<file path="config.mk">
export PLATFORM = sky130hd
export DESIGN_NAME = hdlc_rx_fifo
export DESIGN_NICKNAME = d
export VERILOG_FILES = /design/src/rtl/rxf_pkg.sv /design/src/rtl/rxf_store.sv /design/src/rtl/rxf_ctrl.sv /design/src/rtl/hdlc_rx_fifo.sv
export SDC_FILE = /design/constraint.sdc
export NUM_CORES = 1
export LEC_CHECK = 0
export CORE_MARGIN = 2
export CORE_UTILIZATION = 45
export DETAILED_ROUTE_END_ITERATION = 10
export DONT_BUFFER_PORTS = 1
export SETUP_SLACK_MARGIN = 0.1
export SLEW_MARGIN = 15
export SYNTH_ARGS = -nofsm -noshare
export SYNTH_HDL_FRONTEND = slang
export SYNTH_SLANG_ARGS = --single-unit
</file>
<file path="constraint.sdc">
create_clock -name clk -period 4.2 [get_ports clk]
set_clock_uncertainty 0.05 [all_clocks]
set_input_delay 0.42 -clock clk [delete_from_list [all_inputs] [get_ports clk]]
set_output_delay 0.42 -clock clk [all_outputs]
set_load 0.03 [all_outputs]
</file>
<file path="src/rtl/rxf_pkg.sv">
// Package: shared types for the frame receive FIFO.
// Assumes byte-wide data; one tag bit marks frame-status entries.
package rxf_pkg;
    localparam int RXF_W = 8;

    typedef struct packed {
        logic             is_stat;
        logic [RXF_W-1:0] val;
    } entry_t;

    typedef enum logic [1:0] {
        THR_ONE     = 2'd0,
        THR_QUARTER = 2'd1,
        THR_HALF    = 2'd2,
        THR_FULL    = 2'd3
    } thr_e;
endpackage

</file>
<file path="src/rtl/rxf_store.sv">
// Module: circular entry store with level counter and sticky overflow.
// Assumes pop_ok is only raised when the store is non-empty; a write
// arriving while full is discarded.
module rxf_store #(
    parameter int DEPTH = 32
) (
    input  logic                       clk,
    input  logic                       rst_n,
    input  logic                       push_valid,
    input  rxf_pkg::entry_t            push_entry,
    input  logic                       pop_ok,
    output logic                       push_ok,
    output rxf_pkg::entry_t            head,
    output logic [$clog2(DEPTH+1)-1:0] count,
    output logic [$clog2(DEPTH+1)-1:0] count_nxt,
    output logic                       overflow
);
    localparam int AW = (DEPTH > 1) ? $clog2(DEPTH) : 1;
    localparam int CW = $clog2(DEPTH+1);

    rxf_pkg::entry_t mem [DEPTH];
    logic [AW-1:0]   wr_ptr, rd_ptr;

    // Accept a write only when space is left.
    assign push_ok   = push_valid && (count != CW'(DEPTH));
    assign count_nxt = count + CW'(push_ok) - CW'(pop_ok);
    assign head      = mem[rd_ptr];

    // Entry array write port.
    always_ff @(posedge clk) begin
        if (push_ok) mem[wr_ptr] <= push_entry;
    end

    // Pointer, level and overflow bookkeeping.
    always_ff @(posedge clk) begin
        if (!rst_n) begin
            wr_ptr   <= '0;
            rd_ptr   <= '0;
            count    <= '0;
            overflow <= 1'b0;
        end else begin
            if (push_ok) wr_ptr <= (wr_ptr == AW'(DEPTH-1)) ? '0 : wr_ptr + 1'b1;
            if (pop_ok)  rd_ptr <= (rd_ptr == AW'(DEPTH-1)) ? '0 : rd_ptr + 1'b1;
            count <= count_nxt;
            if (push_valid && !push_ok) overflow <= 1'b1;
        end
    end

    assert_pop_nonempty_R10: assert property (@(posedge clk) disable iff (!rst_n)
        pop_ok |-> (count != '0));
    assert_full_drop_R8: assert property (@(posedge clk) disable iff (!rst_n)
        (count == CW'(DEPTH) && push_valid && !pop_ok) |=> (count == CW'(DEPTH)));
endmodule

</file>
<file path="src/rtl/rxf_ctrl.sv">
// Module: read-side flag logic: threshold decode, hysteretic arm bit,
// count of stored status entries, and the ready/DMA/EOF flags.
// Assumes count/count_nxt come from the store, which applies the same
// push/pop decisions.
module rxf_ctrl #(
    parameter int DEPTH = 32
) (
    input  logic                       clk,
    input  logic                       rst_n,
    input  logic [1:0]                 thr_sel,
    input  logic [$clog2(DEPTH+1)-1:0] count,
    input  logic [$clog2(DEPTH+1)-1:0] count_nxt,
    input  logic                       head_is_stat,
    input  logic                       push_stat_ok,
    input  logic                       pop_ok,
    output logic                       data_ready,
    output logic                       dma_req,
    output logic                       eof_flag
);
    localparam int CW = $clog2(DEPTH+1);

    logic [CW-1:0] thr;
    logic [CW-1:0] pend;
    logic          armed;
    logic          empty;

    // Threshold decode from the select field.
    always_comb begin
        case (rxf_pkg::thr_e'(thr_sel))
            rxf_pkg::THR_ONE:     thr = CW'(1);
            rxf_pkg::THR_QUARTER: thr = CW'(DEPTH/4);
            rxf_pkg::THR_HALF:    thr = CW'(DEPTH/2);
            default:              thr = CW'(DEPTH);
        endcase
    end

    // Arm on reaching threshold, disarm only when drained empty.
    always_ff @(posedge clk) begin
        if (!rst_n)                armed <= 1'b0;
        else if (count_nxt == '0)  armed <= 1'b0;
        else if (count_nxt >= thr) armed <= 1'b1;
    end

    // Number of frame-status entries held in the store.
    always_ff @(posedge clk) begin
        if (!rst_n) pend <= '0;
        else        pend <= pend + CW'(push_stat_ok) - CW'(pop_ok && head_is_stat);
    end

    // Flags derived from head contents and frame/threshold state.
    assign empty      = (count == '0);
    assign eof_flag   = !empty && head_is_stat;
    assign data_ready = !empty && !head_is_stat && (armed || pend != '0);
    assign dma_req    = !empty && !head_is_stat && armed;

    assert_pend_bound_R5: assert property (@(posedge clk) disable iff (!rst_n)
        pend <= count);
    assert_dma_ready_R3: assert property (@(posedge clk) disable iff (!rst_n)
        dma_req |-> data_ready);
endmodule

</file>
<file path="src/rtl/hdlc_rx_fifo.sv">
// Module: frame receive FIFO top. Writes carry a status tag; reads are
// gated by the ready/EOF flags; the status entry is removed by eof_ack.
// Assumes a single clock and a synchronous active-low reset.
module hdlc_rx_fifo #(
    parameter int DEPTH = 32
) (
    input  logic       clk,
    input  logic       rst_n,
    input  logic       wr_valid,
    input  logic [7:0] wr_byte,
    input  logic       wr_is_status,
    input  logic [1:0] thr_sel,
    input  logic       rd_pop,
    input  logic       eof_ack,
    input  logic       mask_ready,
    input  logic       mask_eof,
    output logic [7:0] rd_byte,
    output logic       data_ready,
    output logic       dma_req,
    output logic       eof_flag,
    output logic       overflow,
    output logic       irq_ready,
    output logic       irq_eof
);
    localparam int CW = $clog2(DEPTH+1);

    rxf_pkg::entry_t wr_entry, head;
    logic [CW-1:0]   count, count_nxt;
    logic            push_ok, pop_ok;

    // Pack write-side inputs into an entry.
    assign wr_entry = '{is_stat: wr_is_status, val: wr_byte};
    // A data read needs data_ready; the status entry needs eof_ack.
    assign pop_ok   = (rd_pop && data_ready) || (eof_ack && eof_flag);
    assign rd_byte  = head.val;
    // Interrupt outputs with active-high masks.
    assign irq_ready = data_ready && !mask_ready;
    assign irq_eof   = eof_flag && !mask_eof;

    rxf_store #(.DEPTH(DEPTH)) u_store (
        .clk        (clk),
        .rst_n      (rst_n),
        .push_valid (wr_valid),
        .push_entry (wr_entry),
        .pop_ok     (pop_ok),
        .push_ok    (push_ok),
        .head       (head),
        .count      (count),
        .count_nxt  (count_nxt),
        .overflow   (overflow)
    );

    rxf_ctrl #(.DEPTH(DEPTH)) u_ctrl (
        .clk          (clk),
        .rst_n        (rst_n),
        .thr_sel      (thr_sel),
        .count        (count),
        .count_nxt    (count_nxt),
        .head_is_stat (head.is_stat),
        .push_stat_ok (push_ok && wr_is_status),
        .pop_ok       (pop_ok),
        .data_ready   (data_ready),
        .dma_req      (dma_req),
        .eof_flag     (eof_flag)
    );

    assert_eof_hold_R6: assert property (@(posedge clk) disable iff (!rst_n)
        (eof_flag && !eof_ack) |=> (eof_flag && $stable(rd_byte)));
    assert_ready_hold_R4: assert property (@(posedge clk) disable iff (!rst_n)
        (data_ready && !rd_pop) |=> data_ready);
    assert_overflow_sticky_R8: assert property (@(posedge clk) disable iff (!rst_n)
        overflow |=> overflow);
endmodule

</file>
Word level (Yosys, flattened, before mapping)
Memory sizes are Yosys's and may differ from the RTL's. A register that Yosys moved wholly into a read port is not among the register bits.
Cells that the tools add are included.
Storage, ports and cells
  flip-flop bits (word level): 24
  bits in latches: 0
  memory bits (writable): 288
  memory bits (read-only): 0
  input bits: 18
  output and inout bits: 14
  memories kept: 1
Cells by class
  add/sub/neg operators: 6
  multiply operators: 0
  divide/modulo/power cells: 0
  $lt $le $gt $ge: 1
  equal/unequal tests: 5
  shift-type cells: 0
  mux-type cells: 7
  bitwise operators: 1
  reductions and logical operators: 24
Memory list
  u_store.mem: depth 32, bits a word 9, rd ports 1, clocked after memory_dff 1, write ports 1, RTL line rxf_store.sv:21  | rxf_pkg::entry_t mem [DEPTH];
Operators with widths (number)
  $mux W5: 4
  $pmux W6 S3: 1
  $add A6 B1 Y6: 2
  $logic_and A1 B1 Y1: 12
  $logic_not A6 Y1: 2
  $sub A6 B1 Y6: 2
  $add A5 B1 Y5 const B: 2
  $eq A5 B5 Y1 const B: 2
  $ge A6 B6 Y1: 1
  $ne A6 B6 Y1 const B: 1
  $reduce_bool A6 Y1: 1
  $logic_not A1 Y1: 5
  $eq A2 B1 Y1 const B: 1
  $eq A2 B2 Y1 const B: 1
  $logic_not A2 Y1: 1
  $logic_or A1 B1 Y1: 2
  $mux W1: 2
  $reduce_or A2 Y1: 1
  $not A1 Y1: 1

Logic depth before layout (Yosys ltp)
  depth after elaboration: 9
  gate-level depth with buffers: 22
  mapped depth without buffers: 21

Hierarchy
A second synthesis with hierarchy kept.
Unflattened totals
  cell total of the unflattened synthesis: 752
  area, all modules: 12886.1 sq um
By module, submodules not included
  rxf_store: times used 1, cells an instance 675, area an instance 12231.7 sq um
  rxf_ctrl: times used 1, cells an instance 73, area an instance 626.9 sq um
  hdlc_rx_fifo: times used 1, cells an instance 4, area an instance 27.5 sq um

Worst setup path before layout
Ideal clock, no wire load.
  path type: reg2reg
  start point: register (tool-made name)
  end point: register u_ctrl.armed
  arrival: 3.960 ns
  path slack: 0.069 ns
  cell stages (with the launch flop): 20
  path buffers: 2
  clock period less this slack: 4.131 ns
  cells stage by stage: dfxtp_1 > buf_4 > buf_6 > mux2i_1 > a21oi_1 > and3_1 > a311oi_4 > mux2_4 > inv_1 > ha_1 > inv_1 > ha_1 > fa_1 > xor2_1 > or4b_2 > a21oi_1 > nor2b_1 > o21ai_0 > nand2_1 > o311a_1
RTL lines
  end signal: assignment: RTL line rxf_ctrl.sv:39  | if (!rst_n) armed <= 1'b0;
  end signal: assignment: RTL line rxf_ctrl.sv:40  | else if (count_nxt == '0) armed <= 1'b0;
  end signal: assignment: RTL line rxf_ctrl.sv:41  | else if (count_nxt >= thr) armed <= 1'b1;
  end: declaration: RTL line rxf_ctrl.sv:24  | logic armed;

==> run metrics <==
placed instance area=13400 µm²; Synth cell types=47; PortBufs=0; P per Cell Area=627 nW/µm²; FMAX=0.251 GHz; clock sink total=317; design area=14800 µm²; Starting Density=0.454; grt met2 use=0.290; Critical Path End Type=register; Commonest cells post-synth=288 x edfxtp_1, 80 x mux4_2, 49 x nor2_1; clk root buf=clkbuf_16; Routed WL per cell=23.6 µm; count leader, synth=edfxtp_1; clock slew at reported path FFs=50 ps; Async S/R FF share, synth=0; FF-to-FF path depth=21; die height=174 µm; Routed Antenna Nets=0; FF-to-FF End=u_ctrl.armed; Boundary Pins=32; Vias=6305; VDD IR max=435 µV; Syn-to-layout area delta=14.7%; max-slew violation count=0; largest net degree at the start of global routing=33; critical path class=register to register; Hold Vio Cnt, Final=0; clock latency on the worst-skew pair=520 ps; startpoint type of the worst setup path=register; hold path depth=1; Worst slew margin=0.269; vias in the first global route=6539; share of cells above drive strength 1=0.258; first-pass GRT wire length=41.2 mm; nets@finish=773; min cycle time layout=3990 ps; M1 GR Usage=0.265; grt peak-use layer=met2; Max FO, Critical Path=7; Post-Syn Instances=681; CTS tree=built; prevailing post-synth register cell=edfxtp_1; number of buffers created by CTS=35; pre-CTS WS=-65.4 ps; post-DP HPWL=16.6 mm; grt ovf=0; EDFF count, synth=288; via/cell ratio=5.55; final setup TNS=0 ps; detailed-route DRC error count=0; initial antenna violation count=0; routability congestion estimate=0.800; Die X=174 µm; Yosys Warn Count=0; Hold Crit Endpoint=u_store.wr_ptr[2]; First-pass DRT Iterations=5; Core ar.=28500 µm²; setup ws final=208 ps; fin crit share=0.950; Antenna diodes=0; PnR Total Power=9.29 mW; Yosys top cell by area=edfxtp_1; synthesized flop and latch total=317; Hold Path Origin=rst_n; Routed WL=26.8 mm; cell count after placement=1054; Least-Margin Pin Slew=1090 ps; flip-flop and latch area=9240 µm²; M3 GR Usage=0.0355; net count after synthesis=729; Hold Path Class=primary input to register; Seq/Total Area, Yosys=0.714; r2r setup slk=210 ps; CP required=4530 ps; RSZ-0062 raised after global routing=no; crit path DAT=4330 ps; htree depth=2; synth top area cells=edfxtp_1 67%, mux4_2 14%, dfxtp_1 4.5%, ha_1 2.7%, mux2i_1 1.5%; max_cap viols=0; footprint of the multi-input gates=3540 µm²; DRT iter0 DRCs=474; die area=30100 µm²; Mapped Avg Cell Area=19.0 µm²; share of the synthesized area in the top cell type=0.669; final std cells w/o fill=1136; fillers=2275; Tot GR Track Use=0.183; outcome=finished clean; final setup fails=0; Mapped Area=12900 µm²; FP Rows=62; Max clock buf depth=3; Lkg Pwr=4.75 nW
[layout by cell type, fill, tap and decap left out, types with 3 or more instances in the layout]
cell	instances
clkinv_1	7
a21oi_1	8
nand3_1	3
clkinv_2	4
ha_1	27
buf_12	9
nor2b_1	6
o21ai_0	3
dfxtp_1	26
clkbuf_1	9
mux2i_1	19
mux2_2	9
nand2b_1	3
buf_4	20
a21oi_2	3
nand2_1	30
nand3b_1	3
a21boi_0	3
edfxtp_1	288
clkbuf_16	36
nor3_1	3
mux4_2	80
inv_1	21
xor2_1	3
and2_1	11
and3_1	9
nor2_1	47
[how the worst max path moves through the flow]
stage / from / endpoint / depth (start not counted)
after floorplan: register / u_ctrl.armed / 19
after global placement: register / u_ctrl.armed / 17
after detailed placement: register / u_ctrl.armed / 17
after CTS: register / u_ctrl.armed / 18
after global routing: register / u_ctrl.armed / 21
final: register / u_ctrl.armed / 21
[final cells by class]
| type | count | area share |
|---|---|---|
| clock inverter | 17 | 0.00878 |
| timing repair buffer | 35 | 0.0265 |
| inverter | 23 | 0.00582 |
| sequential | 317 | 0.623 |
| tap | 384 | 0.0324 |
| clock buffer | 47 | 0.0649 |
| multi-input combinational | 313 | 0.239 |
[kinds of logic after synthesis]
kind of cell / Yosys count / share of synthesized area
adders and majority gates: 30 / 0.0302
muxes: 109 / 0.163
xor gates and xnor gates: 7 / 0.00474
DFF: 317 / 0.714
and+or+nand+nor: 133 / 0.0504
buffers and inverters: 51 / 0.0197
AOI/OAI and AO/OA: 34 / 0.0181
[where the power goes]
| part | total (mW) | internal [mW] | leakage [nW] | switching, mW |
|---|---|---|---|---|
| Combinational | 2.78 | 1.33 | 1.39 | 1.45 |
| Sequential | 3.63 | 3.56 | 2.83 | 0.0740 |
| Clock | 2.88 | 1.68 | 0.528 | 1.20 |
| Total | 9.29 | 6.57 | 4.75 | 2.72 |
[worst max-delay path: stages (launching register included)]
cell and delay, ps:
dfxtp_4 380, buf_12 130, mux2i_1 160, and3_1 180
a21oi_2 40, and3_4 190, a311oi_4 390, mux2_4 230
inv_1 40, ha_1 270, inv_2 40, ha_4 160
fa_2 400, a21oi_2 170, nor2_2 60, nor2_2 140
xnor2_2 160, ha_1 280, nor2b_4 120, o21ai_1 120
nand2_1 60, o311a_1 110
[registers in the layout, indices dropped and copies added (netlist names), named ones only]
signal and count:
u_ctrl.pend 6, u_store.overflow 1, u_store.rd_ptr 5, u_store.count 6
u_store.wr_ptr 5, u_store.mem 288, u_ctrl.armed 1
[per-layer routing]
layer	wire, µm	part of all wire
met3	1570	0.059
met1	11900	0.45
met5	0	0
met2	12900	0.48
met4	362	0.014
[per-stage QoR]
stage | hold WS [ps] | util
after CTS | 0.419 | 0.517
final | 19.1 | 0.521
after global routing | 9.70 | 0.521
after detailed placement | 464 | 0.470
after global placement | 449 | 0.470
after floorplan | 416 | -
[timing repair]
| action | CTS | global route |
|---|---|---|
| hold endpoints to repair | 302 | 0 |
| endpoints found under the setup margin | 1 | 1 |
| buffers inserted | 3 | 5 |
| pin swaps | 3 | 16 |
| gates cloned | 0 | 0 |
| gates resized for setup | 9 | 16 |
| hold buffers | 10 | 0 |
Note: power is estimated with default switching activity, not from simulation.
